**src/rtl/dtd_pkg.sv**
```systemverilog
package dtd_pkg;

   localparam int MB_LSB = 20;
   localparam int LOW_W  = 32 - MB_LSB;

   typedef enum logic [2:0] {
      RGN_NONE  = 3'd0,
      RGN_LOW   = 3'd1,
      RGN_HIGH  = 3'd2,
      RGN_GDATA = 3'd3,
      RGN_TABLE = 3'd4
   } region_e;

   function automatic logic data_code_rsvd(input logic [7:0] code);
      return !((code <= 8'h10) || (code == 8'h20) || (code == 8'h30) || (code == 8'h3F));
   endfunction

   function automatic logic [LOW_W-1:0] data_code_mb(input logic [7:0] code);
      logic [LOW_W-1:0] sz;
      if (code <= 8'h10)      sz = LOW_W'(code) << 5;
      else if (code == 8'h20) sz = LOW_W'(1024);
      else if (code == 8'h30) sz = LOW_W'(1536);
      else if (code == 8'h3F) sz = LOW_W'(2016);
      else                    sz = '0;
      return sz;
   endfunction

   function automatic logic [LOW_W-1:0] table_code_mb(input logic [1:0] code);
      logic [LOW_W-1:0] sz;
      case (code)
         2'd1:    sz = LOW_W'(2);
         2'd2:    sz = LOW_W'(4);
         2'd3:    sz = LOW_W'(8);
         default: sz = '0;
      endcase
      return sz;
   endfunction

endpackage

```
**src/rtl/dtd_cfg_regs.sv**
```systemverilog
module dtd_cfg_regs
   import dtd_pkg::*;
#(
   parameter int UP_W = 19
) (
   input  logic             clk,
   input  logic             rst_n,
   input  logic             wr_en,
   input  logic [1:0]       addr,
   input  logic [31:0]      wdata,
   output logic [31:0]      rdata,
   input  logic             cfg_err,
   output logic [LOW_W-1:0] low_top,
   output logic             low_lock,
   output logic [UP_W-1:0]  up_top,
   output logic             up_lock,
   output logic [7:0]       dcode,
   output logic [1:0]       tcode,
   output logic             g_lock
);
   localparam int          UP_LSB   = 32 - UP_W;
   localparam logic [1:0]  W_LOW    = 2'd0;
   localparam logic [1:0]  W_UP     = 2'd1;
   localparam logic [1:0]  W_GCTL   = 2'd2;
   localparam logic [1:0]  W_STAT   = 2'd3;
   localparam logic [7:0]  DCODE_RST = 8'h05;

   generate
      if (UP_W < 1 || UP_W > 31) begin : g_bad_up_w
         $error("dtd_cfg_regs: UP_W must lie in 1..31");
      end
   endgenerate

   always_ff @(posedge clk) begin
      if (!rst_n) begin
         low_top  <= LOW_W'(1);
         low_lock <= 1'b0;
         up_top   <= '0;
         up_lock  <= 1'b0;
         dcode    <= DCODE_RST;
         tcode    <= 2'd0;
         g_lock   <= 1'b0;
      end else if (wr_en) begin
         case (addr)
            W_LOW: if (!low_lock) begin
               low_top  <= wdata[31:MB_LSB];
               low_lock <= wdata[0];
            end
            W_UP: if (!up_lock) begin
               up_top  <= wdata[31:UP_LSB];
               up_lock <= wdata[0];
            end
            W_GCTL: if (!g_lock) begin
               dcode  <= wdata[15:8];
               tcode  <= wdata[7:6];
               g_lock <= wdata[0];
            end
            default: ;
         endcase
      end
   end

   always_comb begin
      rdata = '0;
      case (addr)
         W_LOW:  begin rdata[31:MB_LSB] = low_top; rdata[0] = low_lock; end
         W_UP:   begin rdata[31:UP_LSB] = up_top;  rdata[0] = up_lock;  end
         W_GCTL: begin rdata[15:8] = dcode; rdata[7:6] = tcode; rdata[0] = g_lock; end
         W_STAT: rdata[0] = cfg_err;
         default: ;
      endcase
   end

   logic unused_wbits;
   assign unused_wbits = ^wdata;

endmodule

```
**src/rtl/dtd_base_calc.sv**
```systemverilog
module dtd_base_calc
   import dtd_pkg::*;
#(
   parameter bit SAT_BASE = 1'b1
) (
   input  logic [LOW_W-1:0] low_top,
   input  logic [7:0]       dcode,
   input  logic [1:0]       tcode,
   output logic [LOW_W-1:0] dbase,
   output logic [LOW_W-1:0] tbase,
   output logic             rsvd
);
   logic [LOW_W-1:0] d_sz, t_sz;
   logic [LOW_W:0]   d_diff, t_diff;

   assign rsvd   = data_code_rsvd(dcode);
   assign d_sz   = data_code_mb(dcode);
   assign t_sz   = table_code_mb(tcode);
   assign d_diff = {1'b0, low_top} - {1'b0, d_sz};
   assign t_diff = {1'b0, dbase} - {1'b0, t_sz};

   generate
      if (SAT_BASE) begin : g_sat
         assign dbase = d_diff[LOW_W] ? '0 : d_diff[LOW_W-1:0];
         assign tbase = t_diff[LOW_W] ? '0 : t_diff[LOW_W-1:0];
      end else begin : g_wrap
         logic unused_borrow;
         assign unused_borrow = d_diff[LOW_W] ^ t_diff[LOW_W];
         assign dbase = d_diff[LOW_W-1:0];
         assign tbase = t_diff[LOW_W-1:0];
      end
   endgenerate

endmodule

```
**src/rtl/dtd_classify.sv**
```systemverilog
module dtd_classify
   import dtd_pkg::*;
#(
   parameter int PA_W   = 39,
   parameter bit REG_IN = 1'b1
) (
   input  logic                   clk,
   input  logic                   rst_n,
   input  logic                   req_vld,
   input  logic [PA_W-1:0]        req_pa,
   input  logic [LOW_W-1:0]       low_top,
   input  logic [PA_W-MB_LSB-1:0] up_top,
   input  logic [LOW_W-1:0]       dbase,
   input  logic [LOW_W-1:0]       tbase,
   output logic                   rsp_vld,
   output region_e                rsp_region
);
   localparam int HI_W = PA_W - MB_LSB;

   logic            vld_q;
   logic [PA_W-1:0] pa_q;

   generate
      if (REG_IN) begin : g_reg
         always_ff @(posedge clk) begin
            if (!rst_n) begin
               vld_q <= 1'b0;
               pa_q  <= '0;
            end else begin
               vld_q <= req_vld;
               if (req_vld) pa_q <= req_pa;
            end
         end
      end else begin : g_pass
         assign vld_q = req_vld;
         assign pa_q  = req_pa;
      end
   endgenerate

   logic             below4g;
   logic [LOW_W-1:0] lo_mb;
   logic [HI_W-1:0]  hi_mb;

   assign below4g = ~|pa_q[PA_W-1:32];
   assign lo_mb   = pa_q[31:MB_LSB];
   assign hi_mb   = pa_q[PA_W-1:MB_LSB];

   always_comb begin
      rsp_region = RGN_NONE;
      if (below4g) begin
         if (lo_mb < low_top) begin
            if (lo_mb >= dbase)      rsp_region = RGN_GDATA;
            else if (lo_mb >= tbase) rsp_region = RGN_TABLE;
            else                     rsp_region = RGN_LOW;
         end
      end else if (hi_mb < up_top) begin
         rsp_region = RGN_HIGH;
      end
   end

   assign rsp_vld = vld_q;

   logic unused_pa;
   assign unused_pa = ^pa_q[MB_LSB-1:0];

endmodule

```
**src/rtl/dram_top_decoder.sv**
```systemverilog
module dram_top_decoder
   import dtd_pkg::*;
#(
   parameter int PA_W     = 39,
   parameter bit REG_IN   = 1'b1,
   parameter bit SAT_BASE = 1'b1
) (
   input  logic            clk,
   input  logic            rst_n,
   input  logic            cfg_wr,
   input  logic [1:0]      cfg_addr,
   input  logic [31:0]     cfg_wdata,
   output logic [31:0]     cfg_rdata,
   input  logic            req_vld,
   input  logic [PA_W-1:0] req_pa,
   output logic            rsp_vld,
   output logic [2:0]      rsp_region
);
   localparam int UP_W = PA_W - MB_LSB;

   generate
      if (PA_W <= 32 || PA_W > 51) begin : g_bad_pa_w
         $error("dram_top_decoder: PA_W must lie in 33..51");
      end
   endgenerate

   logic [LOW_W-1:0] low_top, dbase, tbase;
   logic             low_lock, up_lock, g_lock, rsvd, cfg_err;
   logic [UP_W-1:0]  up_top;
   logic [7:0]       dcode;
   logic [1:0]       tcode;
   region_e          region;

   dtd_cfg_regs #(.UP_W(UP_W)) u_regs (
      .clk(clk), .rst_n(rst_n), .wr_en(cfg_wr), .addr(cfg_addr),
      .wdata(cfg_wdata), .rdata(cfg_rdata), .cfg_err(cfg_err),
      .low_top(low_top), .low_lock(low_lock), .up_top(up_top),
      .up_lock(up_lock), .dcode(dcode), .tcode(tcode), .g_lock(g_lock)
   );

   dtd_base_calc #(.SAT_BASE(SAT_BASE)) u_base (
      .low_top(low_top), .dcode(dcode), .tcode(tcode),
      .dbase(dbase), .tbase(tbase), .rsvd(rsvd)
   );

   always_ff @(posedge clk) begin
      if (!rst_n) cfg_err <= 1'b0;
      else if (rsvd) cfg_err <= 1'b1;
   end

   dtd_classify #(.PA_W(PA_W), .REG_IN(REG_IN)) u_cls (
      .clk(clk), .rst_n(rst_n), .req_vld(req_vld), .req_pa(req_pa),
      .low_top(low_top), .up_top(up_top), .dbase(dbase), .tbase(tbase),
      .rsp_vld(rsp_vld), .rsp_region(region)
   );

   assign rsp_region = region;

endmodule

```
**config.mk**
```make
export PLATFORM = sky130hd
export DESIGN_NAME = dram_top_decoder
export DESIGN_NICKNAME = d
export VERILOG_FILES = /design/src/rtl/dtd_pkg.sv /design/src/rtl/dtd_cfg_regs.sv /design/src/rtl/dtd_base_calc.sv /design/src/rtl/dtd_classify.sv /design/src/rtl/dram_top_decoder.sv
export SDC_FILE = /design/constraint.sdc
export NUM_CORES = 1
export LEC_CHECK = 0
export BUFFER_PORTS_ARGS = -buffer_cell sky130_fd_sc_hd__buf_2
export CAP_MARGIN = 20
export CORE_MARGIN = 1.5
export CORE_UTILIZATION = 28
export CTS_CLUSTER_SIZE = 10
export DETAILED_ROUTE_END_ITERATION = 6
export GPL_TIMING_DRIVEN = 0
export PLACE_DENSITY = 0.47
export SYNTH_ARGS = -nofsm -noshare
export SYNTH_HDL_FRONTEND = slang
export SYNTH_SLANG_ARGS = --single-unit
```
**constraint.sdc**
```tcl
create_clock -name clk -period 8.18 [get_ports clk]
set_input_delay 1.636 -clock clk [delete_from_list [all_inputs] [get_ports clk]]
set_output_delay 1.636 -clock clk [all_outputs]
set_load 0.02 [all_outputs]
```
==> impl_metrics.toml, run 1 <==
[route]
ant_nets = 0
finalWirelength_um = 14700
firstDrtPassIters = 4
wl_per_cell_um = 15.9
viasPerCell = 4.89
drc = 0
drt_iter0_markers = 176
via_count = 4504

[timing]
finalCritPeriodShare_pct = 92.5
fin_skew_ns = 0.00857
setup_ws_ns = 0.612
max_freq_ghz = 0.132
relSlewSlack_pct = 41.2
period_needed_ns = 7.57
worstMarginPinSlew_ns = 0.883
hold_viol = 0
setup_viol = 0
tns_ns = 0
timing.hold.ws_ns = 0.477
rsz0062_at_grt = "no"
slew_viol_final = 0

[synth]
ys_types = 59
synth-async-reset-ratio_pct = 0
synth_flop_cell = "dfxtp_1"
synth_edf_count = 0
syn-instance-count = 596
ys_warn_count = 0
synth-seq-area-share_pct = 26.7
avgSynthCellArea_sq_um = 8.19
synth_area_sq_um = 4880
ys_ff_latch = 65

[global_route]
antenna_found_initial = 0
grt_pass1_wl_um = 23500
overflow = 0
grt_use_total_pct = 16.6
grt_max_degree = 12
first_global_vias = 4601

[clock_network]
htree_levels = 3
clockRootBuffer = "clkbuf_16"
clockBufferDepth = 2
numCtsBuffers = 9
hold_buffers = 0
clock_latency_ns = 0.33
cts_tree = "done"
cts_setup_buffers = 0
cts.sinks = 65
ctsResizeCount = 0
clkTransAtPathRegs_ns = 0.05

[job]
drv_cap = 0

[floorplanning]
die_y_um = 135
initial_utilization_pct = 28.4
die_w_um = 135
core_area_sq_um = 17200
io_pins = 113
rows = 48
die-area_sq_um = 18200

[layout]
syn2layout_area_growth_pct = 21.0
fillCellCount = 1856
layout.area.seq_sq_um = 1300
multi_input_area_sq_um = 3320
nets = 837
antenna_cells = 0
drive_gt1_share_pct = 17.1

[pwr]
ir_worst_vdd_mv = 0.0933
p_leak_nw = 2.58
p_per_area_nw_per_um2 = 170

[critical_path]
worstPathRequired_ns = 6.54
cp_max_fo = 10
cp.arrival_ns = 5.93
critPathLaunchType = "register"
cp-end-kind = "primary output"
timing.rr.start = "u_regs.up_lock"
startpoint = "u_regs.dcode[3]"
worst-r2r-setup-slack_ns = 6.43
crit_type = "reg2out"

[placed_design]
place.detailed.hpwl_um = 12000
gp_congestion = 0.818
port_buffers = 80
dp_slack_ns = 0.960

[worst_hold_path]
hp-start = "u_regs.up_top[13]"
hp-class = "reg2reg"

[status]
status = "complete, no violations"
sequential cells by signal, indices dropped and copies added (netlist names):
name and flops:
u_cls.pa_q 19, u_regs.up_top 19, u_regs.low_top 12, u_regs.dcode 8
u_regs.tcode 2, cfg_err 1, u_cls.rsp_vld 1, u_regs.g_lock 1
u_regs.low_lock 1, u_regs.up_lock 1
final cells by class:
type / instances / area share, %
Multi-Input combinational cell: 468 / 56.1
Sequential cell: 65 / 22.0
Timing Repair Buffer: 80 / 6.78
Tap cell: 225 / 4.76
Clock buffer: 11 / 4.28
Inverter: 42 / 2.67
Buffer: 25 / 2.03
Clock inverter: 5 / 1.31
path summary, 6_finish.rpt:
| check | depth (start not counted) | end |
|---|---|---|
| min reg2reg | 2 | u_regs.up_top[13] |
| max | 24 | rsp_region[0] |
| max reg2reg | 4 | u_regs.up_top[9] |
| min | 2 | u_regs.up_top[13] |
power by group:
part | switching [W] | total [W] | leakage [nW] | internal (W)
logic | 0.000130 | 0.000228 | 1.89 | 0.0000985
clock network | 0.000145 | 0.000428 | 0.162 | 0.000282
registers | 0.0000185 | 0.000349 | 0.531 | 0.000331
per-layer routing:
metal,GRT usage (%),vias to the layer above,wire length (um)
met5,0,-,0
met4,7.11,0,386
met3,2.70,20,520
met2,28.4,99,6850
met1,20.7,2106,6930
li1,-,2279,-
logic make-up (layout without fill, tap and decap cells):
logic type / count (synthesis) / after routing / share of synthesized area (%)
other: 2 / 6 / 0.154
adders and majority gates: 69 / 69 / 18.0
DFF: 65 / 65 / 26.7
xor gates and xnor gates: 4 / 4 / 0.718
AOI/OAI and AO/OA: 146 / 146 / 21.7
buffers and inverters: 67 / 163 / 5.69
and+or+nand+nor: 224 / 224 / 23.2
muxes: 19 / 19 / 3.90
cell usage in the layout, fill, tap and decap left out, types with 6 or more instances in the layout:
cell / instances
mux2i_1: 19
conb_1: 6
nor2_1: 16
nor2b_1: 31
clkbuf_1: 19
o21ai_0: 15
buf_2: 80
nand2b_1: 8
a21boi_0: 38
and2_1: 21
nand3_1: 11
a22o_1: 12
a21o_1: 12
nand4_1: 9
ha_1: 67
dfxtp_1: 65
clkbuf_16: 9
a21oi_1: 25
nand2_1: 100
inv_1: 42
metrics by stage:
| step | total power [W] | cells | instance area [sq um] | utilization [%] |
|---|---|---|---|---|
| 6_report | 0.00101 | 921 | 5910 | 34.4 |
| 5_1_grt | 0.00106 | 921 | 5910 | 34.4 |
| 4_1_cts | 0.00101 | 921 | 5910 | 34.4 |
| 3_5_place_dp | 0.000585 | 905 | 5580 | 32.5 |
| 3_3_place_gp | 0.000579 | 905 | 5580 | 32.5 |
| 2_1_floorplan | 0.000511 | 600 | 4900 | - |
synthesized netlist by cell type (8+ instances only):
library cell	n	area share [%]
mux2i_1	19	3.9
a21o_1	12	1.8
o21ai_0	15	1.5
nor2b_1	31	4.0
nand2_1	100	7.7
inv_1	42	3.2
nand3_1	11	1.1
ha_1	67	17
nor2_1	16	1.2
a21oi_1	25	2.6
nand2b_1	8	1.0
and2_1	21	2.7
dfxtp_1	65	27
clkbuf_1	19	1.5
nand4_1	9	1.2
a21boi_0	38	5.8
a22o_1	12	2.2
critical path, stage by stage, from the launching register on:
cell and delay (ns):
dfxtp_1 0.34, and4_1 0.23, and3_1 0.23, o21ai_0 0.36, ha_1 0.30, nor2b_1 0.14
o2111ai_1 0.33, a21oi_2 0.17, or2_2 0.30, buf_6 0.15, nand2_1 0.10, ha_1 0.15
inv_1 0.05, fa_1 0.40, a21oi_1 0.52, a211oi_1 0.16, o21ai_0 0.20, ha_1 0.27
a21o_1 0.18, a21o_1 0.17, a21oi_1 0.16, a21oi_1 0.09, o2111ai_1 0.22, nor2b_1 0.18
buf_2 0.18
Power figures use the tool's default switching activity.
==> inputs of run 2 (changes only) <==
--- a/config.mk
+++ b/config.mk
@@ -9,6 +9,7 @@
 export CAP_MARGIN = 20
 export CORE_MARGIN = 1.5
 export CORE_UTILIZATION = 28
+export CTS_BUF_LIST = sky130_fd_sc_hd__clkbuf_4
 export CTS_CLUSTER_SIZE = 10
 export DETAILED_ROUTE_END_ITERATION = 6
 export GPL_TIMING_DRIVEN = 0
==> constraint.sdc (replaced) <==
create_clock -name clk -period 8.18 [get_ports clk]
set_input_delay 1.636 -clock clk [delete_from_list [all_inputs] [get_ports clk]]
set_output_delay 1.636 -clock clk [all_outputs]
set_load 0.005 [all_outputs]
==> impl_metrics.toml, run 2 (same netlist as run 1, synthesis figures left out) <==
[clock_network]
clock_latency_ns = 0.43
hold_buffers = 0
cts_setup_buffers = 0
htree_levels = 3
clockRootBuffer = "clkbuf_4"
cts.sinks = 65
clkTransAtPathRegs_ns = 0.12
ctsResizeCount = 0
numCtsBuffers = 9
cts_tree = "done"
clockBufferDepth = 2

[timing]
relSlewSlack_pct = 44.8
rsz0062_at_grt = "no"
setup_viol = 0
finalCritPeriodShare_pct = 93.8
tns_ns = 0
period_needed_ns = 7.67
timing.hold.ws_ns = 0.484
max_freq_ghz = 0.130
fin_skew_ns = 0.0107
hold_viol = 0
worstMarginPinSlew_ns = 0.828
slew_viol_final = 0

[critical_path]
critPathBufInv = 3
startpoint = "u_regs.dcode[1]"
worst-r2r-setup-slack_ns = 6.47
cp_slowest_cell = "a21oi_1"
crit_family = "compound AO/OA/AOI/OAI gates"
crit_type = "reg2out"
path_cells = "and4_1, and3_1, o21ai_0, ha_1, nor2b_1, o2111ai_1, a21oi_2, or2_2, buf_6, nand2_1, ha_1, inv_1, fa_1, a21oi_1, a211oi_1, o21ai_0, ha_1, a21o_1, a21o_1, a21oi_1, a21oi_1, o2111ai_1, nor2b_1, buf_2"
timing.rr.start = "u_regs.up_lock"
critPathLaunchType = "register"
cp_max_fo = 10
slowest_delay_ns = 0.53
cp-end-kind = "primary output"
cp.arrival_ns = 6.03
worstPathRequired_ns = 6.54

[layout]
layout.area.seq_sq_um = 1300
reg_top3 = "u_cls.pa_q (19), u_regs.up_top (19), u_regs.low_top (12)"
fin_cells = 922
syn2layout_area_growth_pct = 17.5
final_util_pct = 33.4
fillCellCount = 1879
drive_gt1_share_pct = 16.8
nets = 837
layout_common_cells = "nand2_1 (100), buf_2 (80), ha_1 (67)"
final_common_cell = "nand2_1"
multi_input_area_sq_um = 3320

[route]
finalWirelength_um = 14600
ant_nets = 0
wl_per_cell_um = 15.9
drc = 0
via_count = 4513
drt_iter0_markers = 181
viasPerCell = 4.89
firstDrtPassIters = 4

[floorplanning]
die_w_um = 135
die-area_sq_um = 18200
initial_utilization_pct = 28.4
io_pins = 113
die_y_um = 135
rows = 48
core_area_sq_um = 17200

[global_route]
overflow = 0
antenna_found_initial = 1
first_global_vias = 4609
grt_pass1_wl_um = 23500
grt_use_total_pct = 16.7
grt_max_degree = 12

[job]
drv_cap = 0

[placed_design]
port_buffers = 80
dp.cells = 905
place.detailed.hpwl_um = 12000
gp_congestion = 0.818

[worst_hold_path]
hp-start = "u_regs.up_top[13]"
hp-class = "reg2reg"

[pwr]
p_per_area_nw_per_um2 = 142
p_leak_nw = 2.50
ir_worst_vdd_mv = 0.0764

[status]
status = "complete, no violations"
## run 2: final timing paths
| kind | cells past startpoint | end |
|---|---|---|
| setup / recovery | 24 | rsp_region[0] |
| hold / removal | 2 | u_regs.up_top[13] |
| setup reg to reg | 5 | u_regs.up_top[10] |
| hold reg to reg | 2 | u_regs.up_top[13] |
## run 2: power breakdown
| part | internal, W | leakage (nW) | total, W | switching, W |
|---|---|---|---|---|
| sequential | 0.000330 | 0.531 | 0.000349 | 0.0000184 |
| combinational | 0.0000982 | 1.89 | 0.000220 | 0.000121 |
| clock | 0.000121 | 0.0808 | 0.000248 | 0.000127 |
## run 2: per-layer routing
metal	GRT usage, %	wire length [um]	share of wire [%]	vias up
met3	3.23	518	3.5	23
met2	28.4	6870	47	99
met5	0	0	0	-
met4	6.57	371	2.5	0
met1	20.7	6870	47	2109
li1	-	-	-	2282
## run 2: tightest hold or removal path, stage by stage (launching register included)
cell and delay [ns]:
dfxtp_1 0.33, nand2_1 0.05, a21boi_0 0.06
## run 2: stage by stage
step                      power [W]  setup WS (ns)  instance area, sq um
final                      0.000816          0.511                  5730
after CTS                  0.000824          0.481                  5730
after global routing       0.000873         0.0638                  5730
after global placement     0.000571           1.02                  5580
after detailed placement   0.000576           1.01                  5580
after floorplan            0.000503           1.85                  4900
## run 2: cell type report
class	count	share of cell area, %
sequential	65	22.7
buffer	25	2.10
multi-input combinational	468	57.9
tap	225	4.91
timing repair buffer	80	6.98
clock buffer	9	1.18
clock inverter	7	1.48
inverter	42	2.75
antenna	1	0.0436
